<file path="src/rtl/dsau_pkg.sv">
package dsau_pkg;
  typedef enum logic [1:0] {
    AM_FIXED  = 2'b00,
    AM_OFFSET = 2'b01,
    AM_INC    = 2'b10,
    AM_DEC    = 2'b11
  } amode_e;

  typedef enum logic [1:0] {
    SZ_BYTE = 2'b00,
    SZ_WORD = 2'b01,
    SZ_LONG = 2'b10,
    SZ_RSVD = 2'b11
  } asize_e;

  // most bus cycles a single unit can need
  localparam int unsigned SPLIT_MAX = 3;
  localparam int unsigned IDX_W     = $clog2(SPLIT_MAX);

  function automatic asize_e norm_size(input logic [1:0] code);
    return (code == SZ_RSVD) ? SZ_BYTE : asize_e'(code);
  endfunction

  function automatic logic [2:0] size_bytes(input asize_e sz);
    case (sz)
      SZ_WORD: return 3'd2;
      SZ_LONG: return 3'd4;
      default: return 3'd1;
    endcase
  endfunction
endpackage

</file>
<file path="src/rtl/dsau_split.sv">
module dsau_split
  import dsau_pkg::*;
(
  input  asize_e           unit_size,
  input  logic [1:0]       start_lo,
  input  logic [IDX_W-1:0] idx,
  output asize_e           cyc_size,
  output logic             cyc_last
);
  always_comb begin
    cyc_size = SZ_BYTE;
    cyc_last = 1'b1;
    case (unit_size)
      SZ_WORD: begin
        if (start_lo[0]) begin
          cyc_size = SZ_BYTE;
          cyc_last = (idx == IDX_W'(1));
        end else begin
          cyc_size = SZ_WORD;
        end
      end
      SZ_LONG: begin
        case (start_lo)
          2'b00: cyc_size = SZ_LONG;
          2'b10: begin
            cyc_size = SZ_WORD;
            cyc_last = (idx == IDX_W'(1));
          end
          default: begin
            cyc_size = (idx == IDX_W'(1)) ? SZ_WORD : SZ_BYTE;
            cyc_last = (idx == IDX_W'(2));
          end
        endcase
      end
      default: begin
        cyc_size = SZ_BYTE;
        cyc_last = 1'b1;
      end
    endcase
  end
endmodule

</file>
<file path="src/rtl/dsau_next.sv">
module dsau_next
  import dsau_pkg::*;
#(
  parameter int unsigned ADDR_W = 32
) (
  input  logic [ADDR_W-1:0] start_addr,
  input  amode_e            mode,
  input  asize_e            unit_size,
  input  logic [ADDR_W-1:0] offset,
  output logic [ADDR_W-1:0] next_addr
);
  localparam int unsigned PAD_W = ADDR_W - 3;
  logic [ADDR_W-1:0] step;

  assign step = {{PAD_W{1'b0}}, size_bytes(unit_size)};

  always_comb begin
    case (mode)
      AM_OFFSET: next_addr = start_addr + offset;
      AM_INC:    next_addr = start_addr + step;
      AM_DEC:    next_addr = start_addr - step;
      default:   next_addr = start_addr;
    endcase
  end
endmodule

</file>
<file path="src/rtl/dsau_seq.sv">
module dsau_seq
  import dsau_pkg::*;
#(
  parameter int unsigned ADDR_W = 32
) (
  input  logic              clk,
  input  logic              rst_n,
  input  logic              load_en,
  input  logic              start_fire,
  input  logic [ADDR_W-1:0] start_addr,
  input  logic [1:0]        mode_in,
  input  logic [1:0]        size_in,
  input  logic [ADDR_W-1:0] offset_in,
  input  logic              bus_ready,
  input  asize_e            cyc_size,
  input  logic              cyc_last,
  output logic              busy,
  output logic [ADDR_W-1:0] cur_addr,
  output logic [IDX_W-1:0]  idx,
  output amode_e            mode_q,
  output asize_e            size_q,
  output logic [ADDR_W-1:0] offset_q,
  output logic              commit
);
  localparam int unsigned PAD_W = ADDR_W - 3;
  logic cyc_fire;

  assign cyc_fire = busy && bus_ready;
  assign commit   = cyc_fire && cyc_last;

  always_ff @(posedge clk) begin
    if (!rst_n) begin
      busy     <= 1'b0;
      cur_addr <= '0;
      idx      <= '0;
      mode_q   <= AM_FIXED;
      size_q   <= SZ_BYTE;
      offset_q <= '0;
    end else if (load_en) begin
      busy <= 1'b0;
      idx  <= '0;
    end else if (start_fire) begin
      busy     <= 1'b1;
      cur_addr <= start_addr;
      idx      <= '0;
      mode_q   <= amode_e'(mode_in);
      size_q   <= norm_size(size_in);
      offset_q <= offset_in;
    end else if (cyc_fire) begin
      if (cyc_last) begin
        busy <= 1'b0;
        idx  <= '0;
      end else begin
        cur_addr <= cur_addr + {{PAD_W{1'b0}}, size_bytes(cyc_size)};
        idx      <= idx + IDX_W'(1);
      end
    end
  end
endmodule

</file>
<file path="src/rtl/dma_src_addr_unit.sv">
module dma_src_addr_unit
  import dsau_pkg::*;
#(
  parameter int unsigned ADDR_W = 32
) (
  input  logic              clk,
  input  logic              rst_n,
  input  logic              load_en,
  input  logic [ADDR_W-1:0] load_addr,
  input  logic              start_valid,
  output logic              start_ready,
  input  logic [1:0]        addr_mode,
  input  logic [1:0]        data_size,
  input  logic [ADDR_W-1:0] offset,
  output logic              bus_valid,
  input  logic              bus_ready,
  output logic [ADDR_W-1:0] bus_addr,
  output logic [1:0]        bus_size,
  output logic              unit_done
);
  logic [ADDR_W-1:0] base_q;
  logic [ADDR_W-1:0] next_addr;
  logic [ADDR_W-1:0] cur_addr;
  logic [ADDR_W-1:0] offset_q;
  logic [IDX_W-1:0]  idx;
  logic              busy;
  logic              commit;
  logic              cyc_last;
  amode_e            mode_q;
  asize_e            size_q;
  asize_e            cyc_size;

  assign start_ready = !busy;
  assign bus_valid   = busy;
  assign bus_addr    = busy ? cur_addr : base_q;
  assign bus_size    = cyc_size;
  assign unit_done   = commit;

  dsau_seq #(.ADDR_W(ADDR_W)) u_seq (
    .clk        (clk),
    .rst_n      (rst_n),
    .load_en    (load_en),
    .start_fire (start_valid && !busy),
    .start_addr (base_q),
    .mode_in    (addr_mode),
    .size_in    (data_size),
    .offset_in  (offset),
    .bus_ready  (bus_ready),
    .cyc_size   (cyc_size),
    .cyc_last   (cyc_last),
    .busy       (busy),
    .cur_addr   (cur_addr),
    .idx        (idx),
    .mode_q     (mode_q),
    .size_q     (size_q),
    .offset_q   (offset_q),
    .commit     (commit)
  );

  dsau_split u_split (
    .unit_size (size_q),
    .start_lo  (base_q[1:0]),
    .idx       (idx),
    .cyc_size  (cyc_size),
    .cyc_last  (cyc_last)
  );

  dsau_next #(.ADDR_W(ADDR_W)) u_next (
    .start_addr (base_q),
    .mode       (mode_q),
    .unit_size  (size_q),
    .offset     (offset_q),
    .next_addr  (next_addr)
  );

  always_ff @(posedge clk) begin
    if (!rst_n)       base_q <= '0;
    else if (load_en) base_q <= load_addr;
    else if (commit)  base_q <= next_addr;
  end
endmodule

</file>
<file path="config.mk">
export PLATFORM = sky130hd
export DESIGN_NAME = dma_src_addr_unit
export DESIGN_NICKNAME = d
export VERILOG_FILES = /design/src/rtl/dsau_pkg.sv /design/src/rtl/dsau_split.sv /design/src/rtl/dsau_next.sv /design/src/rtl/dsau_seq.sv /design/src/rtl/dma_src_addr_unit.sv
export SDC_FILE = /design/constraint.sdc
export NUM_CORES = 1
export LEC_CHECK = 0
export BUFFER_PORTS_ARGS = -buffer_cell sky130_fd_sc_hd__buf_4
export CORE_MARGIN = 5
export CORE_UTILIZATION = 57
export DETAILED_ROUTE_END_ITERATION = 6
export HOLD_SLACK_MARGIN = 0.02
export PLACE_DENSITY_LB_ADDON = 0.05
export SYNTH_ARGS = -nofsm -noshare
export SYNTH_HDL_FRONTEND = slang
export SYNTH_HIERARCHICAL = 1
export SYNTH_SLANG_ARGS = --single-unit
</file>
<file path="constraint.sdc">
create_clock -name clk -period 5.68 [get_ports clk]
set_input_delay 0.284 -clock clk [delete_from_list [all_inputs] [get_ports clk]]
set_output_delay 0.284 -clock clk [all_outputs]
set_load 0.02 [all_outputs]
</file>
==> run metrics <==
Post-DRT Antenna Nets=0; total CTS buffers=9; Die X=133 um; R2R depth=14; vias in the first global route=7029; HPWL after DPL=16.2 mm; top post-synthesis cells by area=dfxtp_1 (24%), nand2_1 (7.0%), ha_1 (6.0%); Die Height=133 um; Final min period=4950 ps; relative slew slack=33.0%; RSZ-0062 raised after global routing=no; Iteration-0 DRC Markers=676; Synthesized Nets=1175; worst hold start=offset[22]; Final nets=1242; Starting Density=58.6%; largest area contributor in the netlist=dfxtp_1; Row Count=44; first-pass GRT wire length=36.2 mm; Leak Pwr=4.24 nW; WL final=22.4 mm; post-synthesis cell count=1059; fillcell total=1315; final hold vios=0; fmax=202 MHz; peak supply drop=0.150 mV; Overall Power=2.33 mW; per-cell routed wire length=17.0 um; GP Congestion=0.928; CP arrival=5190 ps; synthesized cell area=8580 um2; number of synthesized flops with an enable pin=0; Crit path buffers/inverters=1; Worst R2R End=base_q[31]$_SDFFE_PN0P_; Max Cap Viol=0; Seq/Total Area, Yosys=24.0%; ys flop type=dfxtp_1; CP Cell Sequence=inv_1 > nor2_1 > a21oi_1 > ha_1 > a21o_1 > a2111oi_0 > o41ai_1 > a41oi_1 > o21ai_0 > a2111oi_4 > nor3_2 > xnor2_1 > mux2_4 > o211a_1; crit-path max FO=30; Layout area overhead=13.1%; critical setup path kind=flip-flop to flip-flop; aggregate global-route resource usage=24.5%; Hold Path End=u_seq/offset_q[22]$_SDFFE_PN0P_; final max-slew violation count=0; die area=17600 um2; top cell type's share of synthesized area=24.0%; # hold bufs at CTS=0; final period utilization=87.1%; startpoint types=flip-flop; share of layout cells above drive strength 1=19.6%; setup bufs post-CTS=0; CTS resizes=0; critical path's largest stage delay=740 ps; worst reg2reg setup slack=730 ps; YS warnings=6; clock sink count=103; largest net degree at the start of global routing=102; CTS tree=yes; final setup violating endpoints=0; root buffer cell=clkbuf_16; ys async rst share=0%; Crit path required time=5920 ps; most common cell after layout, fill and taps aside=nand2_1; Port Buffers=109; hold-critical path depth=3; Ports=110; final core occ=66.3%; Bufs on Longest Clock Path=2; vias per inst=6.04; Slowest cell on crit path=a2111oi_0; Synth Register Bits=103; FF-to-FF Start=u_seq/mode_q[1]$_SDFFE_PN0P_; initial antenna violation count=0; CP endpoint kind=flip-flop; run status=finished, final reports clean; vias post-DR=7941; clock skew=7.32 ps; # DRC=0; DRT Pass-1 Iters=5; clock-pin slew on the worst setup and hold paths=70 ps; Mean Syn Cell Area=8.11 um2; Synth cell types=80; Worst Max-Slew Pin Slew=1000 ps; CP top delay family=compound AO/OA/AOI/OAI gates; Ant. Diodes=0; Core Region=14600 um2; clk_lat worst skew=350 ps; PwrDens=240 nW/um2; setup TNS=0 ps; most frequent cells in the layout=nand2_1 (159), buf_4 (117), dfxtp_1 (103); Worst Hold Class=input pin to flip-flop; global route total overflow=0; H-tree depth=3
[synth_stat cells (4+ instances only)]
cell      instances
nand2_1         159
mux2_4           30
nor4_2            4
o21bai_1          4
o21ai_0          42
nand3b_1          4
a21o_1           17
dfxtp_1         103
xor2_1           24
mux2_2           34
and3_1           15
nand4_1          11
ha_1             41
buf_2            10
or2b_1           21
buf_1             4
o311ai_0          4
a22o_1           10
o31ai_1           4
o211a_1          34
a21oi_1          90
a31oi_1           7
nor3_1           18
mux2i_1           9
o211ai_1          7
and2_1            8
or4_1             6
nor4_1           10
or3_1            11
o21a_1            6
a21boi_0         39
nand3_1          26
inv_1            21
clkbuf_1         40
and4_1            4
nor2_1           60
xnor2_1          33
nand2b_1         18
[cell families (layout without fill, tap and decap cells)]
family	count (synthesis)	count (layout)	share of synthesized area, %
xor gates and xnor gates	57	57	5.82
adders and majority gates	43	43	6.44
muxes	73	73	10.8
and+or+nand+nor	401	401	24.2
DFF	103	103	24.0
buffers and inverters	82	154	4.52
AOI/OAI and AO/OA	300	300	24.2
[how the worst max path moves through the flow]
stage | start | endpoint | slack (ps) | depth (start not counted)
after floorplan | u_seq/offset_q[4]$_SDFFE_PN0P_ | base_q[30]$_SDFFE_PN0P_ | 1450 | 17
after global placement | u_seq/mode_q[1]$_SDFFE_PN0P_ | base_q[31]$_SDFFE_PN0P_ | 920 | 14
after detailed placement | u_seq/mode_q[1]$_SDFFE_PN0P_ | base_q[30]$_SDFFE_PN0P_ | 820 | 14
after CTS | u_seq/mode_q[1]$_SDFFE_PN0P_ | base_q[30]$_SDFFE_PN0P_ | 810 | 14
after global routing | u_seq/mode_q[1]$_SDFFE_PN0P_ | base_q[27]$_SDFFE_PN0P_ | 280 | 14
final | u_seq/mode_q[1]$_SDFFE_PN0P_ | base_q[31]$_SDFFE_PN0P_ | 730 | 14
[state kept, by name, summed over array words and instances, names as in the netlist]
name and count:
base_q 32, u_seq/offset_q 32, u_seq/mode_q 2, u_seq/cur_addr 32
u_seq/busy 1, u_seq/idx 2, u_seq/size_q 2
[power breakdown]
group          switching, mW  internal (mW)  total [mW]
Sequential            0.0700          0.765       0.835
Combinational          0.453          0.381       0.833
Clock                  0.295          0.368       0.662
Total                  0.817           1.51        2.33
[per-stage QoR]
stage	area, um2	std cells	hold WS (ps)	setup slack (ps)
5_1_grt	9700	1315	187	281
6_report	9700	1315	186	732
3_3_place_gp	9390	1299	464	920
3_5_place_dp	9390	1299	472	824
2_1_floorplan	8580	1059	360	1450
4_1_cts	9700	1315	181	814
[per-layer routing]
layer	routed length (um)	track usage [%]	vias up
met1	10800	35.4	3662
met3	1140	2.89	31
met2	10000	38.7	245
met4	400	6.87	0
met5	0	0	-
li1	-	-	4003
[tightest hold or removal path, cell delays in order]
cell	delay, ps
buf_4	110
nand2_1	40
a21boi_0	60
[layout make-up]
cell class,count,area (um2),area share (%)
inverter,21,78.8,0.812
tap,184,230,2.37
sequential,103,2060,21.2
clock buffer,12,256,2.64
clock inverter,4,53.8,0.554
timing repair buffer,117,878,9.05
multi-input combinational,874,6140,63.3
Note: power is estimated with default switching activity, not from simulation.
